`src/rtl/crate_regs_pkg.sv`:
```
package crate_regs_pkg;
  localparam int FUNC_W  = 5;
  localparam int ADDR_W  = 4;
  localparam int DATA_W  = 24;
  localparam int PX_W    = 9;
  localparam int LN_W    = 8;
  localparam int DEC_W   = 4;
  localparam int NUM_FLD = 6;

  localparam logic [FUNC_W-1:0] FN_READ  = 5'd0;
  localparam logic [FUNC_W-1:0] FN_WRITE = 5'd16;
  localparam logic [FUNC_W-1:0] FN_ARM   = 5'd25;

  typedef enum logic [1:0] {
    OP_NONE  = 2'd0,
    OP_READ  = 2'd1,
    OP_WRITE = 2'd2,
    OP_ARM   = 2'd3
  } op_e;
endpackage

```
`src/rtl/crate_cmd_decode.sv`:
```
module crate_cmd_decode
  import crate_regs_pkg::*;
#(
  parameter int F_W = FUNC_W,
  parameter int A_W = ADDR_W,
  parameter int N   = NUM_FLD
) (
  input  logic [F_W-1:0] func,
  input  logic [A_W-1:0] addr,
  output op_e            op,
  output logic [N-1:0]   sel
);
  logic in_map;

  assign in_map = (int'(addr) < N);

  always_comb begin
    op = OP_NONE;
    if (func == F_W'(FN_READ) && in_map)
      op = OP_READ;
    else if (func == F_W'(FN_WRITE) && in_map)
      op = OP_WRITE;
    else if (func == F_W'(FN_ARM) && addr == '0)
      op = OP_ARM;
  end

  for (genvar i = 0; i < N; i++) begin : g_sel
    assign sel[i] = (int'(addr) == i);
  end
endmodule

```
`src/rtl/crate_field_reg.sv`:
```
module crate_field_reg #(
  parameter int W   = 8,
  parameter int D_W = 24
) (
  input  logic           clk,
  input  logic           rst_n,
  input  logic           we,
  input  logic [D_W-1:0] wdata,
  output logic [W-1:0]   q,
  output logic [D_W-1:0] rd
);
  logic unused_hi;

  assign unused_hi = ^wdata[D_W-1:W];

  always_ff @(posedge clk) begin
    if (!rst_n)
      q <= '0;
    else if (we)
      q <= wdata[W-1:0];
  end

  assign rd = {{(D_W-W){1'b0}}, q};
endmodule

```
`src/rtl/crate_rsp_stage.sv`:
```
module crate_rsp_stage #(
  parameter int D_W = 24
) (
  input  logic           clk,
  input  logic           rst_n,
  input  logic           load,
  input  logic           hit_in,
  input  logic [D_W-1:0] rdata_in,
  input  logic           arm_in,
  input  logic           rsp_ready,
  output logic           can_accept,
  output logic           rsp_valid,
  output logic           rsp_hit,
  output logic [D_W-1:0] rsp_rdata,
  output logic           arm_pulse
);
  always_ff @(posedge clk) begin
    if (!rst_n) begin
      rsp_valid <= 1'b0;
      rsp_hit   <= 1'b0;
      rsp_rdata <= '0;
      arm_pulse <= 1'b0;
    end else begin
      arm_pulse <= load && arm_in;
      if (load) begin
        rsp_valid <= 1'b1;
        rsp_hit   <= hit_in;
        rsp_rdata <= rdata_in;
      end else if (rsp_ready) begin
        rsp_valid <= 1'b0;
      end
    end
  end

  assign can_accept = !rsp_valid || rsp_ready;
endmodule

```
`src/rtl/crate_cmd_regs.sv`:
```
module crate_cmd_regs
  import crate_regs_pkg::*;
#(
  parameter int F_W = FUNC_W,
  parameter int A_W = ADDR_W,
  parameter int D_W = DATA_W,
  parameter int P_W = PX_W,
  parameter int L_W = LN_W,
  parameter int R_W = DEC_W
) (
  input  logic           clk,
  input  logic           rst_n,
  input  logic           req_valid,
  output logic           req_ready,
  input  logic [F_W-1:0] req_func,
  input  logic [A_W-1:0] req_addr,
  input  logic [D_W-1:0] req_wdata,
  output logic           rsp_valid,
  input  logic           rsp_ready,
  output logic           rsp_hit,
  output logic [D_W-1:0] rsp_rdata,
  output logic           arm_pulse,
  output logic [P_W-1:0] px_start,
  output logic [P_W-1:0] px_stop,
  output logic [L_W-1:0] ln_start,
  output logic [L_W-1:0] ln_stop,
  output logic [R_W-1:0] px_decim,
  output logic [R_W-1:0] ln_decim
);
  localparam int N = NUM_FLD;

  function automatic int fld_w(int idx);
    if (idx < 2)      return P_W;
    else if (idx < 4) return L_W;
    else              return R_W;
  endfunction

  op_e            op;
  logic [N-1:0]   sel;
  logic           accept;
  logic [N-1:0]   we;
  logic [D_W-1:0] rd_vec [N];
  logic [D_W-1:0] rd_mux;

  assign accept = req_valid && req_ready;

  crate_cmd_decode #(.F_W(F_W), .A_W(A_W), .N(N)) u_dec (
    .func (req_func),
    .addr (req_addr),
    .op   (op),
    .sel  (sel)
  );

  for (genvar i = 0; i < N; i++) begin : g_fld
    localparam int W = fld_w(i);
    logic [W-1:0] q_i;

    assign we[i] = accept && (op == OP_WRITE) && sel[i];

    crate_field_reg #(.W(W), .D_W(D_W)) u_reg (
      .clk   (clk),
      .rst_n (rst_n),
      .we    (we[i]),
      .wdata (req_wdata),
      .q     (q_i),
      .rd    (rd_vec[i])
    );

    if (i == 0) begin : g_o0
      assign px_start = q_i;
    end else if (i == 1) begin : g_o1
      assign px_stop = q_i;
    end else if (i == 2) begin : g_o2
      assign ln_start = q_i;
    end else if (i == 3) begin : g_o3
      assign ln_stop = q_i;
    end else if (i == 4) begin : g_o4
      assign px_decim = q_i;
    end else begin : g_o5
      assign ln_decim = q_i;
    end
  end

  always_comb begin
    rd_mux = '0;
    if (op == OP_READ) begin
      for (int i = 0; i < N; i++) begin
        if (sel[i]) rd_mux = rd_mux | rd_vec[i];
      end
    end
  end

  crate_rsp_stage #(.D_W(D_W)) u_rsp (
    .clk        (clk),
    .rst_n      (rst_n),
    .load       (accept),
    .hit_in     (op != OP_NONE),
    .rdata_in   (rd_mux),
    .arm_in     (op == OP_ARM),
    .rsp_ready  (rsp_ready),
    .can_accept (req_ready),
    .rsp_valid  (rsp_valid),
    .rsp_hit    (rsp_hit),
    .rsp_rdata  (rsp_rdata),
    .arm_pulse  (arm_pulse)
  );
endmodule

```
`config.mk`:
```
export PLATFORM = sky130hd
export DESIGN_NAME = crate_cmd_regs
export DESIGN_NICKNAME = d
export VERILOG_FILES = /design/src/rtl/crate_regs_pkg.sv /design/src/rtl/crate_cmd_decode.sv /design/src/rtl/crate_field_reg.sv /design/src/rtl/crate_rsp_stage.sv /design/src/rtl/crate_cmd_regs.sv
export SDC_FILE = /design/constraint.sdc
export NUM_CORES = 1
export LEC_CHECK = 0
export BUFFER_PORTS_ARGS = -buffer_cell sky130_fd_sc_hd__clkbuf_2
export CORE_UTILIZATION = 40
export CTS_CLUSTER_DIAMETER = 120
export DETAILED_ROUTE_END_ITERATION = 10
export PLACE_DENSITY = 0.75
export SLEW_MARGIN = 5
export SYNTH_ARGS = -nofsm -noshare
export SYNTH_HDL_FRONTEND = slang
export SYNTH_SLANG_ARGS = --single-unit
```
`constraint.sdc`:
```
create_clock -name clk -period 2.2 [get_ports clk]
set_input_delay 0.44 -clock clk [delete_from_list [all_inputs] [get_ports clk]]
set_output_delay 0.44 -clock clk [all_outputs]
set_load 0.05 [all_outputs]
```
==> qor.yml, run 1 <==
logic_synthesis:
  ys_ff_latch: 54
  synth_adder_area_share: 0
  ys.flop_type: "dfxtp_1"
  synthSimpleGateAreaFrac: 0.170
  synth-async-reset-ratio: 0
  synth_top_area_cell: "dfxtp_1"
  synthMuxAreaShare: 0.256
  syn_area_sq_um: 2500
  synthTopCellsByCount: "mux2i_1 (55), nand2_1 (55), dfxtp_1 (54), buf_4 (15)"
  seq_area_frac_synth: 0.433
  synth-compound-area-share: 0.0486
  syn_area_per_cell_sq_um: 9.84
  synth-edff-count: 0
  synth_top_family_by_area: "multiplexers"
  synthCells: 254
  synthTopCellsByArea: "dfxtp_1 (43%), mux2i_1 (22%), nand2_1 (8.3%)"
  synth_xor_area_frac: 0
  synth_top_area_frac: 0.433
  synth_cell_types: 33
  yosysWarnings: 0
clocking:
  cts.sinks: 54
  cts-resized-gates: 0
  cts_root_buffer: "clkbuf_8"
  cts_hold_buf: 0
  cts_tree: "done"
  post_cts.repair.setup_buffers: 0
  cts_max_path_buffers: 2
  clk_latency_ns: 0.30
  path_clk_slew_ns: 0.10
  cts_max_level: 2
  cts_buffers: 5
timing:
  setup_viol: 0
  fin_crit_ns: 1.75
  setup_slack_ns: 0.452
  fmax_mhz: 572
  rsz0062_at_grt: "false"
  tightest_slew_ns: 0.511
  final_hold_viol_count: 0
  slew_violations: 0
  skew_ns: 0.00894
  maxSlewHeadroom: 0.659
  holdWs_ns: 0.384
  fin_setup_tns_ns: 0
  min_period_over_period: 0.795
floorplan:
  die_w_um: 81.0
  fp.dieH_um: 81.0
  io_pins: 107
  rows: 28
  die_area_sq_um: 6570
  start_util: 0.420
  core-area_sq_um: 5960
placement:
  hpwl_mm: 4.42
  post-place-ws_ns: 0.126
  port_buffers: 76
  routabilityCongestion: 0.763
routing:
  drt_iter0_drc: 125
  wl_mm: 5.81
  num_vias: 2044
  detail-route-antenna-nets: 0
  viasPerCell: 5.01
  dr.pass1.iters: 4
  routedWlPerCell_um: 14.2
  drc: 0
worst_setup_path:
  path_cells: "clkbuf_2, nor4_4, nand3_2, or3_1, mux2i_1"
  crit_type: "input pin to register"
  rrSetupSlack_ns: 0.58
  cp.required_ns: 2.38
  timing.rr.start: "u_rsp.rsp_valid"
  crit_path_start_kind: "input pin"
  cp_max_fo: 8
  cp_slowest_stage_delay_ns: 0.64
  cp_top_family: "simple AND/OR/NAND/NOR gates"
  crit_arrival_ns: 1.92
  r2r_cells: 4
  cp.depth: 5
  regToRegEndpoint: "g_fld[3].u_reg.q[4]"
  worst-path-buf-inv: 1
  crit_path_end_kind: "register"
  cp-startpoint: "req_func[1]"
  endpoint: "g_fld[3].u_reg.q[4]"
  cp_slowest_cell: "or3_1"
final_layout:
  areaGrowthSynthToFinish_pct: 21.3
  fill_cells: 560
  final_layout_size_suffix_gt1_frac: 0.321
  utilization: 0.509
  antennaDiodeCount: 0
  nNetsFinal: 369
global_routing:
  grt_pass1_wl_mm: 8.90
  grt_overflow_total: 0
  antenna_found_initial: 0
  grt_use_total: 0.179
  grt_start_max_net_pins: 32
  grt_pass1_vias: 1849
power_and_ir_drop:
  leakagePower_nw: 1.41
  ir_drop_mv: 0.313
  powerDensity_nw_per_um2: 601
job:
  maxCapViolations: 0
status:
  status: "finished clean"
min_path:
  hp-class: "input pin to register"
-- power breakdown --
| group | total (mW) | switching (mW) | internal, mW |
|---|---|---|---|
| combinational | 0.179 | 0.137 | 0.0424 |
| sequential | 0.981 | 0.00140 | 0.979 |
| clock | 0.662 | 0.323 | 0.340 |
-- registers in the layout, indices dropped and copies added (netlist names) --
name,cells
u_rsp.arm_pulse,1
g_fld.u_reg.q,42
u_rsp.rsp_hit,1
u_rsp.rsp_valid,1
u_rsp.rsp_rdata,9
-- how the worst min path moves through the flow --
stage | start | to | slack (ns) | cells after the start
after floorplan | req_valid | u_rsp.rsp_valid | 0.58 | 2
after global placement | u_rsp.rsp_rdata[5] | u_rsp.rsp_rdata[5] | 0.45 | 1
after detailed placement | u_rsp.rsp_rdata[4] | u_rsp.rsp_rdata[4] | 0.45 | 1
after CTS | req_wdata[8] | g_fld[1].u_reg.q[8] | 0.37 | 3
after global routing | req_wdata[8] | g_fld[1].u_reg.q[8] | 0.40 | 3
final | req_wdata[8] | g_fld[1].u_reg.q[8] | 0.38 | 3
-- final cells by class --
cell class / count / area, sq um / share of cell area
Clock buffer: 6 / 72.6 / 0.0239
Clock inverter: 2 / 37.5 / 0.0124
Inverter: 5 / 18.8 / 0.00619
Multi-Input combinational cell: 177 / 1250 / 0.412
Sequential cell: 54 / 1080 / 0.357
Tap cell: 75 / 93.8 / 0.0310
Timing Repair Buffer: 89 / 478 / 0.158
-- worst register-to-register path, cell delays in order (launching register included) --
cell	delay, ns
dfxtp_1	0.32
nand2b_1	0.16
nand3_2	0.17
or3_1	0.64
mux2i_1	0.20
-- layout by cell type (no fill, tap or decap) --
cell / instances
clkbuf_8: 5
o22ai_1: 4
bufinv_16: 1
clkbuf_1: 1
nand2b_1: 2
nand3_2: 1
nor4_1: 1
dfxtp_1: 54
buf_4: 13
o21ai_0: 1
conb_1: 15
or3b_1: 2
nor3_2: 2
and2_1: 2
clkbuf_2: 76
and3_1: 1
nor2b_1: 1
a21oi_1: 1
or2_2: 2
o2bb2ai_1: 9
nand4_1: 1
nor4_4: 1
or3_1: 4
nor2_1: 9
mux2i_1: 55
a21boi_0: 1
nor3_4: 1
or4b_1: 1
clkinvlp_4: 1
inv_1: 5
mux4_2: 4
nor3b_1: 1
nand2_1: 55
-- metal layers --
metal / track usage / up-vias / wire length (um) / part of all wire
li1: - / 990 / - / -
met3: 0.0416 / 10 / 344 / 0.059
met5: 0 / - / 0 / 0
met2: 0.294 / 71 / 2690 / 0.46
met1: 0.234 / 973 / 2670 / 0.46
met4: 0.0536 / 0 / 102 / 0.018
-- stage by stage --
stage | total power [mW] | instances | cell area, sq um
after floorplan | 1.16 | 268 | 2550
after global placement | 1.18 | 400 | 2920
after detailed placement | 1.18 | 400 | 2920
after CTS | 1.84 | 408 | 3030
after global routing | 1.88 | 408 | 3030
final | 1.82 | 408 | 3030
-- cell families (layout without fill, tap and decap cells) --
group | count (synthesis) | count (layout)
AO/OA/AOI/OAI | 16 | 16
other | 1 | 15
multiplexers | 59 | 59
flip-flops | 54 | 54
buffers and inverters | 37 | 102
AND/OR/NAND/NOR | 87 | 87
Note: power is estimated with default switching activity, not from simulation.
==> run 2, diff against run 1 <==
--- a/config.mk
+++ b/config.mk
@@ -5,11 +5,12 @@
 export SDC_FILE = /design/constraint.sdc
 export NUM_CORES = 1
 export LEC_CHECK = 0
+export ABC_AREA = 1
 export BUFFER_PORTS_ARGS = -buffer_cell sky130_fd_sc_hd__clkbuf_2
 export CORE_UTILIZATION = 40
 export CTS_CLUSTER_DIAMETER = 120
 export DETAILED_ROUTE_END_ITERATION = 10
-export PLACE_DENSITY = 0.75
+export PLACE_DENSITY = 0.77
 export SLEW_MARGIN = 5
 export SYNTH_ARGS = -nofsm -noshare
 export SYNTH_HDL_FRONTEND = slang
==> constraint.sdc (replaced) <==
create_clock -name clk -period 1.6 [get_ports clk]
set_input_delay 0.32 -clock clk [delete_from_list [all_inputs] [get_ports clk]]
set_output_delay 0.32 -clock clk [all_outputs]
set_load 0.05 [all_outputs]
==> qor.yml, run 2 <==
clocking:
  cts_tree: "done"
  cts_max_path_buffers: 2
  clk_latency_ns: 0.30
  post_cts.repair.setup_buffers: 0
  cts_buffers: 5
  path_clk_slew_ns: 0.09
  cts_max_level: 2
  cts.sinks: 54
  cts_root_buffer: "clkbuf_8"
routing:
  detail-route-antenna-nets: 0
  dr.pass1.iters: 5
  viasPerCell: 5.44
  num_vias: 2873
  drt_iter0_drc: 267
  drc: 0
  routedWlPerCell_um: 14.1
  wl_mm: 7.43
placement:
  routabilityCongestion: 0.833
  hpwl_mm: 5.46
  port_buffers: 76
  post-place-ws_ns: -0.0521
  placed_cells: 521
  placed_cell_area_sq_um: 3190
logic_synthesis:
  synthTopCellsByArea: "dfxtp_1 (41%), nand2_1 (15%), nand4_1 (11%)"
  synth-edff-count: 0
  yosysWarnings: 0
  ys_ff_latch: 54
  synth_top_area_cell: "dfxtp_1"
  synthTopCellsByCount: "nand2_1 (102), dfxtp_1 (54), a21oi_1 (53), nand4_1 (46), nand3_1 (33)"
  synth_top_area_frac: 0.410
  synth_cell_types: 21
  synthCells: 369
  synth.most_common_cell: "nand2_1"
  seq_area_frac_synth: 0.410
  syn_area_sq_um: 2640
  synth-async-reset-ratio: 0
  ys.flop_type: "dfxtp_1"
  syn_area_per_cell_sq_um: 7.15
floorplan:
  core-area_sq_um: 6350
  io_pins: 107
  die_area_sq_um: 6920
  start_util: 0.415
  rows: 29
  die_w_um: 83.2
  fp.dieH_um: 83.2
global_routing:
  grt_overflow_total: 0
  grt_start_max_net_pins: 52
  grt_pass1_wl_mm: 12.3
  grt_pass1_vias: 2567
  antenna_found_initial: 0
  grt_use_total: 0.218
power_and_ir_drop:
  p_int_mw: 1.93
  seqPwrFrac: 0.519
  power.share.clock: 0.359
  powerDensity_nw_per_um2: 783
  leakagePower_nw: 1.40
  p_comb_frac: 0.123
  switchingPower_uw: 672
  ir_drop_mv: 0.480
  swShare: 0.259
timing:
  setup_viol: 0
  fmax_mhz: 701
  min_period_over_period: 0.891
  fin_crit_ns: 1.43
  slew_violations: 0
  rsz0062_at_grt: "false"
  setup_slack_ns: 0.174
  skew_ns: 0.00352
  final_hold_viol_count: 0
final_layout:
  areaGrowthSynthToFinish_pct: 25.8
  nNetsFinal: 488
  utilization: 0.522
  design_area_sq_um: 3320
  fin_cells: 528
  seqCellArea_sq_um: 1080
  final_layout_size_suffix_gt1_frac: 0.275
  layout_commonest_cell: "nand2_1"
  multi_input_area_sq_um: 1330
  mostFrequentLayoutCells: "nand2_1 (101), clkbuf_2 (76), a21oi_1 (53), dfxtp_1 (53), nand4_1 (46)"
  reg_top3: "g_fld.u_reg.q x42, u_rsp.rsp_rdata x9"
  largest_register_ffs: 42
  antennaDiodeCount: 0
  fill_cells: 633
  top_register: "g_fld.u_reg.q"
worst_setup_path:
  cp_max_fo: 24
  crit_arrival_ns: 1.62
  crit_type: "register to register"
  crit_path_start_kind: "register"
  crit_path_end_kind: "register"
  cp.required_ns: 1.79
status:
  status: "finished clean"
min_path:
  hp-class: "input pin to register"
job:
  maxCapViolations: 0
==> run 2: cell types whose count changed after synthesis, moves of 4 or more <==
cell / change
o2bb2ai_1: -9
nand2_1: +47
o22ai_1: -4
inv_1: +7
mux2i_1: -55
or3_1: -4
mux4_2: -4
a21oi_1: +52
clkbuf_1: +5
nand3_1: +33
nand4_1: +45
==> run 2: kinds of logic after synthesis <==
family / after synthesis / synth area share
compound gates: 54 / 0.104
buf+inv: 54 / 0.112
flops: 54 / 0.410
other cells: 1 / 0.00142
simple gates: 206 / 0.372
==> run 2: what timing repair did <==
action	CTS	global route
resized for setup	0	2
hold buffers	0	0
setup endpoints to repair	0	16
==> run 2: critical path, cell delays in order (launching register included) <==
cell	delay (ns)
dfxtp_2	0.34
nand2_4	0.07
nand2_1	0.11
inv_1	0.19
buf_12	0.19
nand3_2	0.22
nand2_1	0.11
a21oi_1	0.07
==> run 2: per-layer routing <==
metal,global-route usage,vias up,share of wire
li1,-,1402,-
met1,0.303,1313,0.45
met2,0.341,142,0.46
met3,0.0408,16,0.072
met4,0.0705,0,0.019
met5,0,-,0
==> run 2: worst paths after layout <==
path                      startpoint             endpoint  slack (ns)  depth (start not counted)
hold / removal                 rst_n      u_rsp.rsp_valid        0.29                          3
setup / recovery     u_rsp.rsp_valid  g_fld[1].u_reg.q[1]        0.17                          7
setup reg to reg     u_rsp.rsp_valid  g_fld[1].u_reg.q[1]        0.17                          7
hold reg to reg   u_rsp.rsp_rdata[1]   u_rsp.rsp_rdata[1]        0.47                          2
==> run 2: through the flow <==
step	setup TNS, ns	total power, mW	hold slack, ns
finish	0	2.60	0.285
detailed placement	-0.547	1.69	0.456
CTS	0	2.60	0.281
global route	0	2.68	0.287
floorplan	0	1.60	0.488
global placement	-0.00267	1.69	0.456
==> run 2: power by group through the flow <==
stage,Sequential [mW],Combinational (mW),Clock (mW)
2_1_floorplan,1.39,0.217,0
3_3_place_gp,1.38,0.310,0
3_5_place_dp,1.38,0.313,0
4_1_cts,1.35,0.314,0.939
5_1_grt,1.35,0.340,0.996
6_report,1.35,0.318,0.932
==> run 2: layout make-up <==
type                    instances  area share
clock inverters                 1     0.00905
clock buffers                   6      0.0249
well taps                      77      0.0290
repair buffers                101       0.194
multi-input cells             275       0.401
flip-flops and latches         54       0.326
inverters                      14      0.0158
==> run 3, diff against run 2 <==
==> constraint.sdc (replaced) <==
create_clock -name clk -period 1.2 [get_ports clk]
set_input_delay 0.24 -clock clk [delete_from_list [all_inputs] [get_ports clk]]
set_output_delay 0.24 -clock clk [all_outputs]
set_load 0.05 [all_outputs]
==> qor.yml, run 3 (synthesized netlist as in run 2, its figures left out) <==
routing:
  drt_iter0_drc: 220
  routedWlPerCell_um: 14.8
  viasPerCell: 5.49
  num_vias: 2960
  detail-route-antenna-nets: 0
  drc: 0
  dr.pass1.iters: 7
  wl_mm: 7.96
final_layout:
  layout_commonest_cell: "nand2_1"
  antennaDiodeCount: 0
  largest_register_ffs: 42
  design_area_sq_um: 3660
  reg_top3: "g_fld.u_reg.q x42, u_rsp.rsp_rdata x9"
  top_register: "g_fld.u_reg.q"
  nNetsFinal: 498
  mostFrequentLayoutCells: "nand2_1 (100), dfxtp_1 (53), a21oi_1 (48)"
  areaGrowthSynthToFinish_pct: 38.6
  final_layout_size_suffix_gt1_frac: 0.305
worst_setup_path:
  cp_slowest_stage_delay_ns: 0.38
  path_cells: "nand2_8, buf_6, clkbuf_16"
  crit_arrival_ns: 1.02
  crit_type: "register to primary output"
  cp_slowest_cell: "dfxtp_4"
  cp_max_fo: 2
  rrSetupSlack_ns: -0.02
  crit_path_start_kind: "register"
  cp.required_ns: 0.96
  crit_path_end_kind: "primary output"
global_routing:
  grtUsageMet2: 0.376
  grt_overflow_total: 0
  grt_start_max_net_pins: 31
  grt_pass1_vias: 2661
  use_met1: 0.312
  grt_use_total: 0.231
  use_met3: 0.0388
  antenna_found_initial: 0
  grt_pass1_wl_mm: 13.0
  busiest_layer: "met2"
clocking:
  clk_latency_ns: 0.31
  cts_root_buffer: "clkbuf_8"
  cts_buffers: 5
  cts_tree: "done"
  cts_max_path_buffers: 2
  cts_hold_buf: 0
  path_clk_slew_ns: 0.10
  cts_max_level: 2
  cts.sinks: 54
placement:
  port_buffers: 76
  hpwl_mm: 5.68
  routabilityCongestion: 0.955
  post-place-ws_ns: -0.221
  placed_cell_area_sq_um: 3350
floorplan:
  core-area_sq_um: 6350
  io_pins: 107
  die_w_um: 83.2
  start_util: 0.415
  rows: 29
  fp.dieH_um: 83.2
  die_area_sq_um: 6920
power_and_ir_drop:
  p_int_mw: 2.36
  switchingPower_uw: 929
  leakagePower_nw: 1.49
  p_comb_frac: 0.153
  swShare: 0.283
  power.share.clock: 0.300
  powerDensity_nw_per_um2: 899
  seqPwrFrac: 0.547
  ir_drop_mv: 0.475
timing:
  skew_ns: 0.00821
  fmax_mhz: 793
  min_period_over_period: 1.05
  holdWs_ns: 0.218
  slew_violations: 0
  final_hold_viol_count: 0
  rsz0062_at_grt: "true"
  setup_slack_ns: -0.0612
  setup_viol: 2
  fin_crit_ns: 1.26
status:
  status: "complete, but fails checks"
  violations: "setup timing"
job:
  maxCapViolations: 0
min_path:
  hp-class: "input pin to register"
## run 3: cell types whose count changed in the layout (fill, tap and decap cells not counted), sizes merged
cell	delta
clkinvlp	+1
clkbuf	-27
buf	+38
bufinv	-1
clkinv	+1
inv	-1
## run 3: path summary, 6_finish.rpt
kind,start,cells past startpoint,to
setup / recovery,u_rsp.rsp_valid,3,req_ready
hold reg to reg,u_rsp.rsp_rdata[1],2,u_rsp.rsp_rdata[1]
setup reg to reg,u_rsp.rsp_valid,7,u_rsp.rsp_rdata[5]
hold / removal,req_wdata[8],3,g_fld[0].u_reg.q[8]
## run 3: timing repair
action / CTS / global route
buffers inserted: 1 / 2
setup endpoints to repair: 78 / 88
pin swaps: 1 / 1
gates resized for setup: 45 / 58
## run 3: per-stage QoR
step                      instances  setup TNS (ns)  total power, mW   util
after floorplan                 383           -2.43             2.17      -
after global placement          528           -7.16             2.30  0.527
after detailed placement        528           -8.85             2.31  0.527
after CTS                       537         -0.0659             3.29  0.563
after global routing            539          -0.595             3.42  0.576
final                           539         -0.0814             3.29  0.576
## run 3: critical path, delay by kind of cell (launching register included)
kind / cells / cell delay [ns]
buffers and inverters: 2 / 0.28
flip-flops: 1 / 0.38
AND/OR/NAND/NOR: 1 / 0.05
## run 3: power by group through the flow
stage          clock [mW]  sequential, mW  combinational, mW
4_1_cts              1.01            1.80              0.482
6_report            0.987            1.80              0.502
3_5_place_dp            0            1.84              0.466
2_1_floorplan           0            1.85              0.316
3_3_place_gp            0            1.84              0.458
5_1_grt              1.10            1.80              0.530
## run 3: routing by layer
layer / vias up / wire length [um]
met5: - / 0
met4: 0 / 109
met3: 11 / 646
met2: 152 / 3870
met1: 1369 / 3330
li1: 1428 / -
## run 3: layout make-up
| type | count | area [sq um] |
|---|---|---|
| fill | 611 | 2690 |
| multi-input combinational | 275 | 1410 |
| sequential | 54 | 1080 |
| timing repair buffer | 111 | 915 |
| tap | 77 | 96.3 |
| clock buffer | 7 | 76.3 |
| inverter | 14 | 65.1 |
| clock inverter | 1 | 7.51 |
